===== src/rtl/gpio_irq_pkg.sv =====
`timescale 1ns/1ps
package gpio_irq_pkg;
   localparam int PINS_PER_WORD = 8;
   localparam int EV_BITS       = 4;
   localparam int WORD_W        = 32;
   localparam int NUM_SETS      = 3;
   localparam int REGION_W      = 4;
   localparam int MAX_FLAT      = 128;

   // event bit positions inside a pin nibble
   localparam int EV_LVL_LO = 0;
   localparam int EV_LVL_HI = 1;
   localparam int EV_FALL   = 2;
   localparam int EV_RISE   = 3;

   localparam logic [REGION_W-1:0] REGION_RAW = '0;

   typedef enum logic [1:0] {
      SEL_ENABLE = 2'd0,
      SEL_FORCE  = 2'd1,
      SEL_STATUS = 2'd2
   } set_reg_e;

   function automatic logic [REGION_W-1:0] set_region(int s, set_reg_e r);
      return REGION_W'(1 + 3 * s + int'(r));
   endfunction

   function automatic logic [MAX_FLAT-1:0] low_mask(int n);
      logic [MAX_FLAT-1:0] m;
      m = '0;
      for (int i = 0; i < MAX_FLAT; i++) if (i < n) m[i] = 1'b1;
      return m;
   endfunction
endpackage


===== src/rtl/gpio_irq_sync.sv =====
`timescale 1ns/1ps
module gpio_irq_sync #(
   parameter int W      = 32,
   parameter int STAGES = 2
) (
   input  logic         clk,
   input  logic         rst_n,
   input  logic [W-1:0] async_i,
   output logic [W-1:0] sync_o
);
   logic [STAGES-1:0][W-1:0] chain_q;

   generate
      for (genvar k = 0; k < STAGES; k++) begin : g_stage
         always_ff @(posedge clk or negedge rst_n) begin
            if (!rst_n)      chain_q[k] <= '0;
            else if (k == 0) chain_q[k] <= async_i;
            else             chain_q[k] <= chain_q[(k == 0) ? 0 : k - 1];
         end
      end
   endgenerate

   assign sync_o = chain_q[STAGES-1];
endmodule


===== src/rtl/gpio_irq_events.sv =====
`timescale 1ns/1ps
module gpio_irq_events import gpio_irq_pkg::*; #(
   parameter int NUM_PINS = 32,
   parameter int FLAT_W   = 128
) (
   input  logic                clk,
   input  logic                rst_n,
   input  logic [NUM_PINS-1:0] pin_i,
   input  logic [FLAT_W-1:0]   clr_i,
   output logic [FLAT_W-1:0]   raw_o,
   output logic [NUM_PINS-1:0] prev_o
);
   logic [NUM_PINS-1:0] prev_q, rise_q, fall_q;

   always_ff @(posedge clk or negedge rst_n) begin
      if (!rst_n) prev_q <= '0;
      else        prev_q <= pin_i;
   end

   generate
      for (genvar n = 0; n < NUM_PINS; n++) begin : g_pin
         // a fresh edge overrides a same-cycle clear
         always_ff @(posedge clk or negedge rst_n) begin
            if (!rst_n) begin
               rise_q[n] <= 1'b0;
               fall_q[n] <= 1'b0;
            end else begin
               rise_q[n] <= (rise_q[n] & ~clr_i[EV_BITS*n+EV_RISE]) | (pin_i[n] & ~prev_q[n]);
               fall_q[n] <= (fall_q[n] & ~clr_i[EV_BITS*n+EV_FALL]) | (~pin_i[n] & prev_q[n]);
            end
         end
      end
   endgenerate

   always_comb begin
      raw_o = '0;
      for (int n = 0; n < NUM_PINS; n++) begin
         raw_o[EV_BITS*n+EV_LVL_LO] = ~pin_i[n];
         raw_o[EV_BITS*n+EV_LVL_HI] = pin_i[n];
         raw_o[EV_BITS*n+EV_FALL]   = fall_q[n];
         raw_o[EV_BITS*n+EV_RISE]   = rise_q[n];
      end
   end

   assign prev_o = prev_q;
endmodule


===== src/rtl/gpio_irq_set.sv =====
`timescale 1ns/1ps
module gpio_irq_set import gpio_irq_pkg::*; #(
   parameter int                NUM_REGS   = 4,
   parameter int                IDX_W      = 2,
   parameter int                FLAT_W     = NUM_REGS * WORD_W,
   parameter logic [FLAT_W-1:0] VALID_MASK = '1
) (
   input  logic              clk,
   input  logic              rst_n,
   input  logic [FLAT_W-1:0] raw_i,
   input  logic              en_we_i,
   input  logic              frc_we_i,
   input  logic [IDX_W-1:0]  idx_i,
   input  logic [WORD_W-1:0] wdata_i,
   output logic [FLAT_W-1:0] en_o,
   output logic [FLAT_W-1:0] frc_o,
   output logic [FLAT_W-1:0] sts_o,
   output logic              irq_o
);
   logic [FLAT_W-1:0] en_q, frc_q;

   generate
      for (genvar r = 0; r < NUM_REGS; r++) begin : g_word
         always_ff @(posedge clk or negedge rst_n) begin
            if (!rst_n) begin
               en_q[r*WORD_W +: WORD_W]  <= '0;
               frc_q[r*WORD_W +: WORD_W] <= '0;
            end else if (idx_i == IDX_W'(r)) begin
               if (en_we_i)  en_q[r*WORD_W +: WORD_W]  <= wdata_i & VALID_MASK[r*WORD_W +: WORD_W];
               if (frc_we_i) frc_q[r*WORD_W +: WORD_W] <= wdata_i & VALID_MASK[r*WORD_W +: WORD_W];
            end
         end
      end
   endgenerate

   assign sts_o = (raw_i | frc_q) & en_q;
   assign irq_o = |sts_o;
   assign en_o  = en_q;
   assign frc_o = frc_q;
endmodule


===== src/rtl/gpio_irq_ctrl.sv =====
`timescale 1ns/1ps
module gpio_irq_ctrl import gpio_irq_pkg::*; #(
   parameter int  NUM_PINS    = 32,
   parameter int  SYNC_STAGES = 2,
   localparam int NUM_REGS    = (NUM_PINS + PINS_PER_WORD - 1) / PINS_PER_WORD,
   localparam int IDX_W       = (NUM_REGS > 1) ? $clog2(NUM_REGS) : 1,
   localparam int ADDR_W      = REGION_W + IDX_W
) (
   input  logic                clk,
   input  logic                rst_n,
   input  logic [NUM_PINS-1:0] pins_i,
   input  logic                bus_en_i,
   input  logic                bus_we_i,
   input  logic [ADDR_W-1:0]   bus_addr_i,
   input  logic [WORD_W-1:0]   bus_wdata_i,
   output logic [WORD_W-1:0]   bus_rdata_o,
   output logic [NUM_SETS-1:0] irq_o
);
   localparam int                FLAT_W     = NUM_REGS * WORD_W;
   localparam int                EV_W       = NUM_PINS * EV_BITS;
   localparam logic [FLAT_W-1:0] VALID_MASK = FLAT_W'(low_mask(EV_W));

   generate
      if (NUM_PINS < 1 || NUM_PINS > 32) begin : g_bad_pins
         $error("gpio_irq_ctrl: NUM_PINS must be 1..32");
      end
      if (SYNC_STAGES < 2) begin : g_bad_sync
         $error("gpio_irq_ctrl: SYNC_STAGES must be at least 2");
      end
   endgenerate

   logic [REGION_W-1:0] region;
   logic [IDX_W-1:0]    idx;
   logic                idx_ok, wr;

   assign region = bus_addr_i[ADDR_W-1:IDX_W];
   assign idx    = bus_addr_i[IDX_W-1:0];
   assign idx_ok = (int'(idx) < NUM_REGS);
   assign wr     = bus_en_i & bus_we_i & idx_ok;

   logic [NUM_PINS-1:0] pin_now, pin_prev;
   logic [FLAT_W-1:0]   clr_vec, raw_q;

   gpio_irq_sync #(.W(NUM_PINS), .STAGES(SYNC_STAGES)) u_sync (
      .clk(clk), .rst_n(rst_n), .async_i(pins_i), .sync_o(pin_now));

   generate
      for (genvar r = 0; r < NUM_REGS; r++) begin : g_clr
         assign clr_vec[r*WORD_W +: WORD_W] =
            (wr && region == REGION_RAW && idx == IDX_W'(r)) ? bus_wdata_i : '0;
      end
   endgenerate

   gpio_irq_events #(.NUM_PINS(NUM_PINS), .FLAT_W(FLAT_W)) u_events (
      .clk(clk), .rst_n(rst_n), .pin_i(pin_now), .clr_i(clr_vec),
      .raw_o(raw_q), .prev_o(pin_prev));

   logic [NUM_SETS-1:0][FLAT_W-1:0] en_all, frc_all, sts_all;

   generate
      for (genvar s = 0; s < NUM_SETS; s++) begin : g_set
         gpio_irq_set #(.NUM_REGS(NUM_REGS), .IDX_W(IDX_W), .FLAT_W(FLAT_W),
                        .VALID_MASK(VALID_MASK)) u_set (
            .clk(clk), .rst_n(rst_n), .raw_i(raw_q),
            .en_we_i(wr && region == set_region(s, SEL_ENABLE)),
            .frc_we_i(wr && region == set_region(s, SEL_FORCE)),
            .idx_i(idx), .wdata_i(bus_wdata_i),
            .en_o(en_all[s]), .frc_o(frc_all[s]), .sts_o(sts_all[s]),
            .irq_o(irq_o[s]));
      end
   endgenerate

   always_comb begin
      bus_rdata_o = '0;
      for (int r = 0; r < NUM_REGS; r++) begin
         if (bus_en_i && idx == IDX_W'(r)) begin
            if (region == REGION_RAW) bus_rdata_o = raw_q[r*WORD_W +: WORD_W];
            for (int s = 0; s < NUM_SETS; s++) begin
               if (region == set_region(s, SEL_ENABLE)) bus_rdata_o = en_all[s][r*WORD_W +: WORD_W];
               if (region == set_region(s, SEL_FORCE))  bus_rdata_o = frc_all[s][r*WORD_W +: WORD_W];
               if (region == set_region(s, SEL_STATUS)) bus_rdata_o = sts_all[s][r*WORD_W +: WORD_W];
            end
         end
      end
   end
endmodule


===== config.mk =====
export PLATFORM = sky130hd
export DESIGN_NAME = gpio_irq_ctrl
export DESIGN_NICKNAME = d
export VERILOG_FILES = /design/src/rtl/gpio_irq_pkg.sv /design/src/rtl/gpio_irq_sync.sv /design/src/rtl/gpio_irq_events.sv /design/src/rtl/gpio_irq_set.sv /design/src/rtl/gpio_irq_ctrl.sv
export SDC_FILE = /design/constraint.sdc
export NUM_CORES = 2
export LEC_CHECK = 0
export ABC_AREA = 1
export BUFFER_PORTS_ARGS = -buffer_cell sky130_fd_sc_hd__buf_2
export CORE_UTILIZATION = 30
export DETAILED_ROUTE_END_ITERATION = 12
export SLEW_MARGIN = 10
export SYNTH_ARGS = -nofsm -noshare
export SYNTH_HDL_FRONTEND = slang
export SYNTH_SLANG_ARGS = --single-unit

===== constraint.sdc =====
create_clock -name clk -period 5.6 [get_ports clk]
set_input_delay 0.28 -clock clk [delete_from_list [all_inputs] [get_ports clk]]
set_output_delay 0.28 -clock clk [all_outputs]
set_load 0.005 [all_outputs]

==> impl_results.md <==
* Status: finished clean
* Sequential fraction of the synthesis area at a little under half
* Max-cap check violation count at 0
* Number of enable-type register cells in the synthesized netlist at 0
* Final Worst Setup Slack at about 410 ps
* Dominant synthesized flop cell: sky130_fd_sc_hd__dfrtp_1
* Worst supply voltage drop on vdd at 0.292 mV
* Number of global-route vias before repair at between 40,000 and 50,000
* Hold Violations, Final at 0
* Detailed placer's ending HPWL at about 150 mm
* Max Root-Sink Buffers at 3
* Antenna viol nets, final at 0
* Leading cell types by count after synthesis: sky130_fd_sc_hd__nand2_1, sky130_fd_sc_hd__o21ai_0, sky130_fd_sc_hd__dfrtp_1
* Fraction of final layout cells with drive strength greater than 1 at between 8 and 9%
* Power density of the placed cells at between 300 and 400 mW/mm^2
* Period Utilization, post-route at between 90% and 100%
* Count of vias placed by the detailed router at ~52,000
* Count of pins on the block boundary at ~110
* Via/cell ratio at about 5.5
* Critical-path top delay cell: sky130_fd_sc_hd__dfrtp_2
* Leading cell type by number of instances after synthesis: sky130_fd_sc_hd__nand2_1
* First-pass detailed-route iteration total at 9
* Clock edge transition at the registers on the reported setup and hold paths at 60 ps
* Slowest stage delay, CP at approximately 450 ps
* Worst hold-check slack at about 140 ps
* Final-stage net count at ~7,100
* Synthesized instance count at 7,107
* Flip-flop and latch count after synthesis at ~930
* Per-instance average area after synthesis at about 7.1 sq um
* Most Frequent Cell on Critical Path: sky130_fd_sc_hd__nand2_1
* CTS HTree Levels at 3
* Insertion delay to the later sink of the worst-skew pair at 740 ps
* First-pass GRT wire length at about 330 mm
* Number of design rule violations left after detail routing at 0
* Height of the die at roughly 410 um
* Largest net degree at the start of global routing at roughly 170
* Final worst path period need at around 5200 ps
* Top post-synthesis cells by area: sky130_fd_sc_hd__dfrtp_1, sky130_fd_sc_hd__nand2_1, sky130_fd_sc_hd__o21ai_0
* Fraction of synthesis flops using an asynchronous set or reset pin at 100%
* Clock skew after layout at approximately 29 ps
* Utilization after layout at 34.9%
* Share of Yosys cell area claimed by the top area cell type at between 40% and 50%
* Nets in the synthesized netlist at approximately 7,000
* Number of antenna violations at the first check in global routing at 20
* Number of clock buffers inserted by TritonCTS at approximately 100
* # setup viols final at 0
* Total gr overflow at 0
* Max transition margin at ~16%
* Overall die width at about 410 um
* Cell area after placement at approximately 0.054 sq mm
* Worst setup path class: flip-flop to primary output
* Starting density of the core at just over 30%
* Number of I/O port buffers at 108
* Final instance area at 0.0577 sq mm
* Maximum fanout along the worst path at 5
* CTS tree: done
* Clock tree root driver cell: sky130_fd_sc_hd__clkbuf_16
* Warnings, synthesis at 0
* Post-synthesis to final-layout area growth at 15.0%
* Row count at around 150
* Routed len/inst at between 20 and 25 um
* Worst-Margin Slew at around 1300 ps
* Die Footprint at approximately 0.17 sq mm
* Overall Global Routing Usage at roughly a quarter
* Number of DRC markers after the initial detailed-route iteration at 7,253
* Cell area after synthesis at 0.0502 sq mm
* Last weighted congestion value of the routability-driven placer at between 0.9 and 1
* Clk sink count at 928
* Startpoint Class: flip-flop
* Crit path arrival time at about 4900 ps
* Final max-slew violation count at 0
* HP Class: input pin to asynchronous set/reset pin
* Data required time of the critical path at approximately 5300 ps
* Total routed wirelength at 228 mm
* Static power due to leakage at 27.6 nW
* CP endpoint kind: primary output
* Cell taking the most area after synthesis: sky130_fd_sc_hd__dfrtp_1
* Post-Place Worst Slack at between 400 and 500 ps
* Area inside the core boundary at around 0.17 sq mm
* Maximum frequency from static timing analysis at ~0.19 GHz
* Netlist cell types at 37
* Unrepaired setup endpoints after global routing: true
==> routing by layer <==
metal | track usage [%] | up-vias | share of wire (%)
met5 | 0 | - | 0.028
met3 | 5.99 | 699 | 11
met1 | 35.3 | 24662 | 40
met4 | 15.6 | 10 | 6.7
li1 | - | 22956 | -
met2 | 39.3 | 3366 | 42
==> logic make-up after synthesis <==
| family | after synthesis | synth area share, % |
|---|---|---|
| flops | 928 | 46.2 |
| compound gates | 1973 | 20.0 |
| simple gates | 3112 | 25.2 |
| buf+inv | 1094 | 8.49 |
==> power breakdown <==
| part | internal [mW] | leakage [nW] | switching, mW | total, mW |
|---|---|---|---|---|
| registers | 7.20 | 12.1 | 0.378 | 7.58 |
| logic | 0.718 | 13.6 | 1.73 | 2.45 |
| clock network | 4.58 | 1.85 | 3.04 | 7.62 |
==> critical path, delay by kind of cell, from the launching register on <==
family / cells / cell delay [ps]
DFF: 1 / 450
buffers and inverters: 3 / 430
AOI/OAI and AO/OA: 2 / 320
and+or+nand+nor: 44 / 2950
==> what timing repair did <==
item / 4_1_cts / 5_1_grt
buffers inserted: 0 / 4
gates resized for setup: 0 / 35
hold buffers: 33 / 0
endpoints found under the setup margin: 0 / 16
endpoints found under the hold margin: 97 / 0
==> per-stage QoR <==
stage / total power, mW / std cells / TNS, ps
final: 17.6 / 9348 / 0
after global routing: 18.3 / 9344 / -167
after global placement: 9.99 / 9112 / 0
after CTS: 17.6 / 9338 / 0
after detailed placement: 10.0 / 9112 / 0
after floorplan: 8.90 / 7107 / 0
==> placed cells by master (no fill, tap or decap), types with 34 or more instances in the layout <==
cell type and count:
sky130_fd_sc_hd__a21oi_1 607, sky130_fd_sc_hd__buf_12 39, sky130_fd_sc_hd__buf_2 107, sky130_fd_sc_hd__buf_4 141, sky130_fd_sc_hd__clkbuf_16 107, sky130_fd_sc_hd__dfrtp_1 922, sky130_fd_sc_hd__inv_1 604, sky130_fd_sc_hd__nand2_1 2267
sky130_fd_sc_hd__nand3_1 276, sky130_fd_sc_hd__nand4_1 66, sky130_fd_sc_hd__nor2_1 294, sky130_fd_sc_hd__nor4_1 35, sky130_fd_sc_hd__o21ai_0 1252, sky130_fd_sc_hd__o21ai_1 34, sky130_fd_sc_hd__or2_2 97
==> area by class of cell <==
cell class                 count  area [sq um]
fill                       17424        108000
sequential                   928         23200
multi-input combinational   5085         22900
clock buffer                 148          3060
tap                         2189          2740
timing repair buffer         322          2730
inverter                     625          2370
clock inverter                45           688
antenna                        6          15.0
==> flip-flops by register name, summed over array words and instances, names as in the netlist <==
register	cells
u_events.prev_o	32
g_set.u_set.frc_o	384
u_events.raw_o	64
g_set.u_set.en_o	384
u_sync.chain_q	32
u_sync.sync_o	32
==> path summary, 6_finish.rpt <==
kind	startpoint	endpoint	slack, ps	cells after the start
min in group clk	pins_i[28]	u_sync.chain_q[28]$_DFF_PN0_	190	2
setup reg to reg	u_sync.sync_o[19]$_DFF_PN0_	u_events.raw_o[78]$_DFF_PN0_	4150	3
hold / removal	rst_n	g_set[0].u_set.en_o[123]$_DFFE_PN0P_	140	2
setup / recovery	u_sync.sync_o[6]$_DFF_PN0_	bus_rdata_o[24]	410	49
max in group asynchronous	rst_n	u_sync.sync_o[4]$_DFF_PN0_	3890	3
hold reg to reg	u_sync.chain_q[29]$_DFF_PN0_	u_sync.sync_o[29]$_DFF_PN0_	340	0
Note: power is estimated with default switching activity, not from simulation.
